<file path="config.mk">
export PLATFORM = sky130hd
export DESIGN_NAME = flow_ctrl_unit
export DESIGN_NICKNAME = d
export VERILOG_FILES = /design/src/rtl/flow_pkg.sv /design/src/rtl/flow_decode.sv /design/src/rtl/flow_cond.sv /design/src/rtl/flow_rstack.sv /design/src/rtl/flow_ctrl_unit.sv
export SDC_FILE = /design/constraint.sdc
export NUM_CORES = 1
export LEC_CHECK = 0
export ABC_AREA = 1
export BUFFER_PORTS_ARGS = -buffer_cell sky130_fd_sc_hd__buf_2
export CAP_MARGIN = 20
export CORE_MARGIN = 2
export CORE_UTILIZATION = 61
export DETAILED_ROUTE_END_ITERATION = 8
export PLACE_DENSITY = 0.77
export SYNTH_ARGS = -nofsm -noshare
export SYNTH_HDL_FRONTEND = slang
export SYNTH_SLANG_ARGS = --single-unit
</file>
<file path="constraint.sdc">
create_clock -name clk_i -period 2.6 [get_ports clk_i]
set_input_delay 0.52 -clock clk_i [delete_from_list [all_inputs] [get_ports clk_i]]
set_output_delay 0.52 -clock clk_i [all_outputs]
set_load 0.005 [all_outputs]
</file>
<file path="src/rtl/flow_pkg.sv">
package flow_pkg;

  typedef enum logic [2:0] {
    OP_NONE,
    OP_JUMP,
    OP_CALL,
    OP_LOOP,
    OP_RET,
    OP_RETI
  } flow_op_e;

  typedef struct packed {
    flow_op_e   op;
    logic       abs_tgt;
    logic [2:0] cc;
    logic       lc_sel;
  } flow_dec_t;

  localparam logic [3:0] GRP_JMP  = 4'b1100;
  localparam logic [3:0] GRP_SUB  = 4'b1101;
  localparam logic [7:0] LO_RET   = 8'h0D;
  localparam logic [7:0] LO_RETI  = 8'h8D;
  localparam logic [2:0] CC_CALL  = 3'b011;
  localparam logic [1:0] CC_LOOP  = 2'b10;

  function automatic logic cc_is_e(input logic [2:0] cc);
    return cc[1:0] == 2'b11;
  endfunction

endpackage

</file>
<file path="src/rtl/flow_decode.sv">
module flow_decode
  import flow_pkg::*;
(
  input  logic [15:0] instr_i,
  output flow_dec_t   dec_o
);

  logic [3:0] grp;
  logic [7:0] lo;
  logic       f;
  logic [2:0] cc;

  assign grp = instr_i[11:8];
  assign lo  = instr_i[7:0];
  assign f   = instr_i[15];
  assign cc  = instr_i[14:12];

  always_comb begin
    dec_o         = '0;
    dec_o.op      = OP_NONE;
    dec_o.abs_tgt = f;
    dec_o.cc      = cc;
    dec_o.lc_sel  = instr_i[12];
    if (grp == GRP_JMP) begin
      if (f && (lo == LO_RET || lo == LO_RETI)) begin
        // no E-conditioned return exists
        if (!cc_is_e(cc)) dec_o.op = (lo == LO_RETI) ? OP_RETI : OP_RET;
      end else if (!(f && cc_is_e(cc))) begin
        dec_o.op = OP_JUMP;
      end
    end else if (grp == GRP_SUB) begin
      if (cc == CC_CALL)           dec_o.op = OP_CALL;
      else if (cc[2:1] == CC_LOOP) dec_o.op = OP_LOOP;
    end
  end

endmodule

</file>
<file path="src/rtl/flow_cond.sv">
module flow_cond (
  input  logic [2:0] cc_i,
  input  logic       c_i,
  input  logic       z_i,
  input  logic       e_i,
  input  logic       s_i,
  output logic       hit_o
);

  always_comb begin
    unique case (cc_i)
      3'b000:  hit_o = 1'b1;
      3'b010:  hit_o = c_i;
      3'b110:  hit_o = !c_i;
      3'b001:  hit_o = z_i;
      3'b101:  hit_o = !z_i;
      3'b011:  hit_o = e_i;
      3'b111:  hit_o = !e_i;
      default: hit_o = s_i;   // 100
    endcase
  end

endmodule

</file>
<file path="src/rtl/flow_rstack.sv">
module flow_rstack #(
  parameter int DW    = 16,
  parameter int DEPTH = 16,
  localparam int PW   = $clog2(DEPTH),
  localparam int CW   = $clog2(DEPTH + 1)
) (
  input  logic          clk_i,
  input  logic          rst_ni,
  input  logic          push_i,
  input  logic          pop_i,
  input  logic [DW-1:0] wdata_i,
  output logic [PW-1:0] sp_o,
  output logic [DW-1:0] top_o,
  output logic          err_o
);

  logic [DW-1:0] mem_q [DEPTH];
  logic [PW-1:0] sp_q;
  logic [CW-1:0] cnt_q;
  logic          err_q;
  logic [PW-1:0] sp_inc;

  assign sp_inc = sp_q + 1'b1;
  assign sp_o   = sp_q;
  assign top_o  = mem_q[sp_q];
  assign err_o  = err_q;

  always_ff @(posedge clk_i or negedge rst_ni) begin
    if (!rst_ni) begin
      sp_q  <= '0;
      cnt_q <= '0;
      err_q <= 1'b0;
    end else if (push_i) begin
      sp_q <= sp_inc;
      if (cnt_q == CW'(DEPTH)) err_q <= 1'b1;
      else                     cnt_q <= cnt_q + 1'b1;
    end else if (pop_i) begin
      sp_q <= sp_q - 1'b1;
      if (cnt_q == '0) err_q <= 1'b1;
      else             cnt_q <= cnt_q - 1'b1;
    end
  end

  for (genvar g = 0; g < DEPTH; g++) begin : g_ent
    always_ff @(posedge clk_i or negedge rst_ni) begin
      if (!rst_ni)                            mem_q[g] <= '0;
      else if (push_i && sp_inc == PW'(g))    mem_q[g] <= wdata_i;
    end
  end

  AST_PUSH_PTR: assert property (@(posedge clk_i) disable iff (!rst_ni)
    push_i |=> sp_q == PW'($past(sp_q) + 1'b1));
  AST_POP_PTR: assert property (@(posedge clk_i) disable iff (!rst_ni)
    (pop_i && !push_i) |=> sp_q == PW'($past(sp_q) - 1'b1));
  AST_PUSH_DATA: assert property (@(posedge clk_i) disable iff (!rst_ni)
    push_i |=> top_o == $past(wdata_i));
  AST_ERR_STICKY: assert property (@(posedge clk_i) disable iff (!rst_ni)
    err_q |=> err_q);
  AST_ONE_OP: assert property (@(posedge clk_i) disable iff (!rst_ni)
    !(push_i && pop_i));

endmodule

</file>
<file path="src/rtl/flow_ctrl_unit.sv">
module flow_ctrl_unit
  import flow_pkg::*;
#(
  parameter int AW    = 16,
  parameter int LCW   = 16,
  parameter int DEPTH = 16,
  localparam int PW   = $clog2(DEPTH)
) (
  input  logic           clk_i,
  input  logic           rst_ni,
  input  logic [15:0]    instr_i,
  input  logic [AW-1:0]  src_i,
  input  logic           flag_c_i,
  input  logic           flag_z_i,
  input  logic           flag_e_i,
  input  logic           flag_s_i,
  input  logic           irq_enter_i,
  input  logic [1:0]     irq_lvl_i,
  output logic [AW-1:0]  ip_o,
  output logic [PW-1:0]  sp_o,
  output logic [LCW-1:0] lc0_o,
  output logic [LCW-1:0] lc1_o,
  output logic [1:0]     ips_o,
  output logic           stk_err_o
);

  localparam int NLC = 2;  // counter select is one instruction bit

  flow_dec_t     dec;
  logic          hit;
  logic [AW-1:0] ip_q, ip_d, ip_inc, target, stk_top;
  logic [LCW-1:0] lc_q [NLC];
  logic [LCW-1:0] lc_nxt;
  logic          push, pop, reti_go;
  logic [1:0]    ips_q;

  flow_decode u_dec (
    .instr_i (instr_i),
    .dec_o   (dec)
  );

  flow_cond u_cond (
    .cc_i  (dec.cc),
    .c_i   (flag_c_i),
    .z_i   (flag_z_i),
    .e_i   (flag_e_i),
    .s_i   (flag_s_i),
    .hit_o (hit)
  );

  assign push    = dec.op == OP_CALL;
  assign pop     = (dec.op == OP_RET || dec.op == OP_RETI) && hit;
  assign reti_go = dec.op == OP_RETI && hit;

  flow_rstack #(.DW(AW), .DEPTH(DEPTH)) u_stk (
    .clk_i   (clk_i),
    .rst_ni  (rst_ni),
    .push_i  (push),
    .pop_i   (pop),
    .wdata_i (ip_inc),
    .sp_o    (sp_o),
    .top_o   (stk_top),
    .err_o   (stk_err_o)
  );

  assign ip_inc = ip_q + 1'b1;
  assign target = dec.abs_tgt ? src_i : ip_q + src_i;
  assign lc_nxt = lc_q[dec.lc_sel] - 1'b1;

  always_comb begin
    ip_d = ip_inc;
    unique case (dec.op)
      OP_JUMP:         if (hit) ip_d = target;
      OP_CALL:         ip_d = target;
      OP_LOOP:         if (lc_nxt != '0) ip_d = target;
      OP_RET, OP_RETI: if (hit) ip_d = stk_top;
      default:         ip_d = ip_inc;
    endcase
  end

  always_ff @(posedge clk_i or negedge rst_ni) begin
    if (!rst_ni) ip_q <= '0;
    else         ip_q <= ip_d;
  end

  for (genvar g = 0; g < NLC; g++) begin : g_lc
    always_ff @(posedge clk_i or negedge rst_ni) begin
      if (!rst_ni)                                        lc_q[g] <= '0;
      else if (dec.op == OP_LOOP && dec.lc_sel == 1'(g))  lc_q[g] <= lc_nxt;
    end
  end

  always_ff @(posedge clk_i or negedge rst_ni) begin
    if (!rst_ni)          ips_q <= 2'b11;
    else if (irq_enter_i) ips_q <= irq_lvl_i;
    else if (reti_go)     ips_q <= 2'b11;
  end

  assign ip_o  = ip_q;
  assign lc0_o = lc_q[0];
  assign lc1_o = lc_q[1];
  assign ips_o = ips_q;

  AST_NOBR_STEP: assert property (@(posedge clk_i) disable iff (!rst_ni)
    dec.op == OP_NONE |=> ip_q == AW'($past(ip_q) + 1'b1));
  AST_NOBR_SP: assert property (@(posedge clk_i) disable iff (!rst_ni)
    dec.op == OP_NONE |=> $stable(sp_o));
  AST_FALSE_STEP: assert property (@(posedge clk_i) disable iff (!rst_ni)
    (dec.op == OP_JUMP && !hit) |=> ip_q == AW'($past(ip_q) + 1'b1));
  AST_LOOP0_DEC: assert property (@(posedge clk_i) disable iff (!rst_ni)
    (dec.op == OP_LOOP && !dec.lc_sel) |=> lc_q[0] == LCW'($past(lc_q[0]) - 1'b1));
  AST_LOOP0_KEEP: assert property (@(posedge clk_i) disable iff (!rst_ni)
    (dec.op != OP_LOOP) |=> $stable(lc_q[0]) && $stable(lc_q[1]));
  AST_RETI_IPS: assert property (@(posedge clk_i) disable iff (!rst_ni)
    (reti_go && !irq_enter_i) |=> ips_q == 2'b11);
  AST_IRQ_IPS: assert property (@(posedge clk_i) disable iff (!rst_ni)
    irq_enter_i |=> ips_q == $past(irq_lvl_i));

endmodule

</file>
### Yosys cells after proc, flatten, opt, wreduce, memory -nomap -nowiden

Index checks and enable logic that the tools add are counted.

* add/subtract/negate cells: 7
* order comparisons: 2
* eq/ne operators: 36
* mux-type cells: 32
* bitwise gates (word level): 3
* reductions and logical operators: 37

Operators with widths (count)
* $mux W16: 9
* $bmux W16 S4: 1
* $pmux W16 S4: 1
* $eq A4 B4 Y1 const B: 10
* $logic_and A1 B1 Y1: 22
* $mux W5: 4
* $add A16 B1 Y16 const B: 1
* $add A16 B16 Y16: 1
* $eq A4 B3 Y1 const B: 4
* $reduce_bool A16 Y1: 1
* $sub A16 B1 Y16 const B: 1
* $eq A3 B3 Y1 const B: 5
* $mux W3: 5
* $eq A3 B2 Y1 const B: 4
* $eq A4 B2 Y1 const B: 2
* $eq A8 B4 Y1 const B: 1
* $eq A8 B8 Y1 const B: 1
* $mux W4: 2
* $pmux W1 S7: 1
* $eq A3 B1 Y1 const B: 2
* $mux W1: 6
* $mux W2: 3
* $reduce_and A3 Y1: 2
* $reduce_bool A2 Y1: 3
* 20 further kinds: 25

* bits in registers: 316
* input port bits: 41
* output and inout port bits: 55

### Longest topological paths before layout

* word-level depth: 10
* mapped depth: 19
* gate-level depth less buffers: 17

### By module

From an unflattened synthesis, not the netlist that was laid out.

* cell total of the unflattened synthesis: 2787
* area total of the unflattened synthesis: 19318.5 um2

By module, submodules not included
* flow_rstack: instances 1, cells an instance 2021, area each 14626.5 um2
* flow_ctrl_unit: instances 1, cells an instance 721, area each 4468.0 um2
* flow_decode: instances 1, cells an instance 27, area each 146.4 um2
* flow_cond: instances 1, cells an instance 18, area each 77.6 um2

### Worst setup path before layout

OpenSTA, ideal clock, no wires.

* path type: in2reg
* from: in instr_i[12]
* to: reg ip_q[10], in the netlist ip_o[10]
* arrival: 2232 ps
* setup slack: 231 ps
* stages: 17
* path buffers: 2
* path through: buf_6 inv_6 nand2_1 nand2_1 ha_1 nand3_2 nor3_2 nand3_1 nand2_1 nand3_1 nor2_1 nand2_1 nand2_1 nand2_1 buf_6 nand2_1 nand3_1

* cells in the longest elaborated chain, start to end: 8
* elaborated cells between the ends (all ways): 32

Ends and longest elaborated chain
* start: declaration: line flow_ctrl_unit.sv:11 `input logic [15:0] instr_i,`
* $not A1 Y2 (implied by the code): line flow_ctrl_unit.sv:68 `assign lc_nxt = lc_q[dec.lc_sel] - 1'b1;`
* $mux W16 (implied by the code) (3 in series): line flow_ctrl_unit.sv:68
* $sub A16 B1 Y16: line flow_ctrl_unit.sv:68
* via lc_nxt[0]: line flow_ctrl_unit.sv:33 `logic [LCW-1:0] lc_nxt;`
* $reduce_bool A16 Y1: line flow_ctrl_unit.sv:75 `OP_LOOP: if (lc_nxt != '0) ip_d = target;`
* $mux W16: line flow_ctrl_unit.sv:75
* $pmux W16 S4: line flow_ctrl_unit.sv:72 `unique case (dec.op)`
* via ip_d[10]: line flow_ctrl_unit.sv:31 `logic [AW-1:0] ip_q, ip_d, ip_inc, target, stk_top;`
* end signal: assignment: line flow_ctrl_unit.sv:83 `else ip_q <= ip_d;`
* end: declaration: line flow_ctrl_unit.sv:31

The timed path passes the listed nets, and every way through them passes these cells. The select of a mux whose other input is x is not followed.
A chain may end at the register's enable or synchronous reset.

### Final worst setup path

* from: reg u_stk.sp_q[2], in the netlist u_stk.sp_o[2]
* to: reg ip_q[13], in the netlist ip_o[13]

* cells in the longest elaborated chain, start to end: 6

Ends and longest elaborated chain
* start: declaration: line flow_rstack.sv:18 `logic [PW-1:0] sp_q;`
* start signal: assignment: line flow_rstack.sv:34 `sp_q <= sp_inc;`
* start signal: assignment: line flow_rstack.sv:38 `sp_q <= sp_q - 1'b1;`
* $not A4 Y5 (implied by the code): line flow_rstack.sv:25 `assign top_o = mem_q[sp_q];`
* $bmux W16 S4: line flow_rstack.sv:25
* $mux W16 (implied by the code) (2 in series): line flow_rstack.sv:25
* $mux W16: line flow_ctrl_unit.sv:76 `OP_RET, OP_RETI: if (hit) ip_d = stk_top;`
* $pmux W16 S4: line flow_ctrl_unit.sv:72
* via ip_d[13]: line flow_ctrl_unit.sv:31

The timed path passes the listed nets, and every way through them passes these cells. The select of a mux whose other input is x is not followed.

==> metrics.md <==
| Metric | Value |
|---|---|
| Hold Path Origin | irq_lvl_i[0] |
| CTS tree | built |
| First-pass GRT wire length | 77170 µm |
| FF/Latch Area | 7914 µm² |
| Yosys warning count | 0 |
| Post-synth ARST share | 100.0% |
| Fin crit share | 93.77% |
| Dpl cell area | 17560 µm² |
| Initial DRT Pass Iterations | 7 |
| # IOs | 96 |
| Gpl congestion | 0.9274 |
| Vias | 15280 |
| Initial core utilization | 62.03% |
| Slowest stage cell on the critical path | dfrtp_1 |
| Nets@finish | 2259 |
| Syn_area_per_cell | 7.851 µm² |
| WL final | 47860 µm |
| Wire per inst | 18.80 µm |
| Achievable Freq | 410.2 MHz |
| Synth Instances | 2059 |
| Worst-Margin Slew | 717.1 ps |
| Pwr per Cell Area | 820.0 nW/µm² |
| Post-synth EDFFs | 0 |
| Core Box Area | 26060 µm² |
| Lkg Pwr | 8.902 nW |
| Crit-path max FO | 7 |
| Status | complete, no violations |
| Buf/Inv on CP | 4 |
| Root Driver | clkbuf_16 |
| Reg2reg path depth | 8 |
| Number of setup violations in the final report | 0 |
| Vias/cell | 6.001 |
| Worst Setup SP | u_stk.sp_o[2] |
| Worst Skew | 28.05 ps |
| Slew headroom | 51.69% |
| Worst path max stage delay | 540 ps |
| Clk sinks | 316 |
| Tmin final | 2438 ps |
| Distinct cells, synth | 54 |
| Synth Flop Type | dfrtp_1 |
| #FFs+latches synth | 316 |
| CP delay by family, top | buffers and inverters |
| Hold endpoint | ips_o[0] |
| WP data arrival | 2830 ps |
| Critical-path cell list | buf_4 > nor2_1 > inv_1 > buf_4 > o31ai_1 > o311ai_0 > buf_4 > nand3_1 |
| Initial antenna violation count | 0 |
| Kind of critical path | reg2reg |
| Design area | 18760 µm² |
| Ant diodes | 0 |
| Setup slack, reg-to-reg | 160 ps |
| Filler cells | 2040 |
| Clk_lat worst skew | 530 ps |
| Placed insts | 2485 |
| Number of global-route vias before repair | 14680 |
| Pins Over Slew Limit | 0 |
| Syn Std Cell Area | 16160 µm² |
| IO buf count | 95 |
| Hold path depth | 3 |
| Dpl hpwl | 32130 µm |
| Max rail drop VDD | 0.0007672 V |
| DRT iter0 DRCs | 1814 |
| CTS max path bufs | 3 |
| CTS buffer count | 35 |
| Final std cells w/o fill | 2546 |
| Full die area | 27820 µm² |
| Final Core Density | 71.98% |
| MaxCap Viol Count | 0 |
| Hold Fails Final Rpt | 0 |
| Largest area contributor in the netlist | dfrtp_1 |
| Area of the multi-input gates | 7362 µm² |
| Total grt overflow | 0 |
| Synth area leaders | dfrtp_1, nand2_1, o21ai_0, nor2_1, clkbuf_1 |
| Crit. End Element | flip-flop |
| GRT Util Overall | 34.56% |
| Largest net degree at the start of global routing | 65 |
| DP Worst Slack | -240.1 ps |
| Chip width | 166.8 µm |
| H-tree levels | 2 |
| Area Overhead vs Synth | 16.05% |
| Reg clk slew, reported paths | 60 ps |
| Seq/Total Area, Yosys | 48.94% |
| Setup WS post-layout | 161.9 ps |
| Critical R2R Capture | ip_o[13] |
| Hold Crit Class | in2reg |
| Cell mode on critical path | buf_4 |
| Layout cell share with drive strength beyond 1 | 14.65% |
| Number of core rows | 59 |
| Die Y-Extent | 166.8 µm |
| Reg-to-reg startpoint | u_stk.sp_o[2] |
| Synth Net Count | 2129 |
| DRT antenna net count | 0 |
| Share of the synthesized area in the top cell type | 48.61% |
| CP startpoint kind | flip-flop |
| # DRC | 0 |
| Req. time, crit path | 2990 ps |
[sequential cells by signal (all words and copies together) (netlist names)]
| name | flops |
|---|---|
| lc1_o | 16 |
| u_stk.err_o | 1 |
| u_stk.cnt_q | 5 |
| u_stk.mem_q | 256 |
| ips_o | 2 |
| ip_o | 16 |
| lc0_o | 16 |
| u_stk.sp_o | 4 |
[stage by stage]
step	power, mW	hold WS, ps	setup TNS (ps)
detailed placement	10.43	457.6	-2295
CTS	15.33	239.0	0
finish	15.38	242.7	0
global route	16.18	281.9	-24.24
global placement	10.35	451.6	-783.0
floorplan	8.476	224.4	0
[synth_stat cells, types with 5 or more instances]
library cell,n
nand2_1,576
ha_1,27
o22ai_1,15
nor3_1,20
o2111ai_1,6
clkbuf_1,110
dfrtp_1,314
o31ai_1,6
nor2_2,5
xnor2_1,8
or2_2,17
o21ai_1,29
nand4_1,10
nor2_1,181
o211ai_1,9
inv_1,107
a21oi_1,45
o221ai_1,9
inv_2,5
a221oi_1,14
xor2_1,19
buf_6,5
buf_2,6
o21bai_1,5
o221a_2,5
o21ai_0,386
nand3_1,72
[per-layer routing]
layer / vias up / GRT usage (%) / share of wire (%)
li1: 7109 / - / -
met1: 7413 / 48.39 / 42
met2: 642 / 54.60 / 46
met3: 115 / 5.371 / 8.0
met4: 0 / 13.79 / 3.6
met5: - / 0 / 0
[cells by family (layout without fill, tap and decap cells)]
family | Yosys count | count (layout) | synth area share, %
flip-flops | 316 | 316 | 48.94
multiplexers | 3 | 3 | 0.1935
AO/OA/AOI/OAI | 546 | 546 | 18.56
adder cells (fa/ha/maj) | 29 | 29 | 2.338
buffers and inverters | 239 | 390 | 5.883
AND/OR/NAND/NOR | 899 | 900 | 22.63
XOR/XNOR | 27 | 27 | 1.463
[placed cells by master (no fill, tap or decap), drive strengths merged, types with 10 or more instances in the layout]
master	n
buf	214
or2	17
inv	112
a221oi	14
ha	27
nand4	10
nand3	76
clkbuf	52
a21oi	45
o21ai	415
o22ai	15
nor3	22
nor2	188
dfrtp	314
nand2	581
xor2	19
[worst max path at each step]
stage                    end  cells after the start
floorplan           ip_o[10]                     17
global placement     ip_o[9]                     16
detailed placement   ip_o[9]                     17
CTS                  ip_o[9]                     17
global route         ip_o[9]                     17
finish              ip_o[13]                      8
[area by class of cell]
cell class / instances / share of cell area [%]
Sequential cell: 316 / 42.19
Clock buffer: 52 / 5.330
Timing Repair Buffer: 215 / 7.938
Tap cell: 335 / 2.235
Clock inverter: 7 / 0.7070
Multi-Input combinational cell: 1505 / 39.25
Inverter: 116 / 2.355
[power by group]
group | internal, mW | switching [mW]
Sequential | 5.22 | 0.323
Combinational | 1.68 | 3.26
Clock | 2.96 | 1.94
[what timing repair did]
item,CTS,global route
endpoints found under the setup margin,0,16
buffers inserted,0,0
hold buffers,1,0
hold endpoints to repair,46,0
gates resized for setup,0,10
[worst reg2reg max path, delay by kind of cell, from the launching register on]
family,cells,cell delay [ps]
buf+inv,4,1000
simple gates,2,150
flops,1,540
compound gates,2,610
Note: power is estimated with default switching activity, not from simulation.
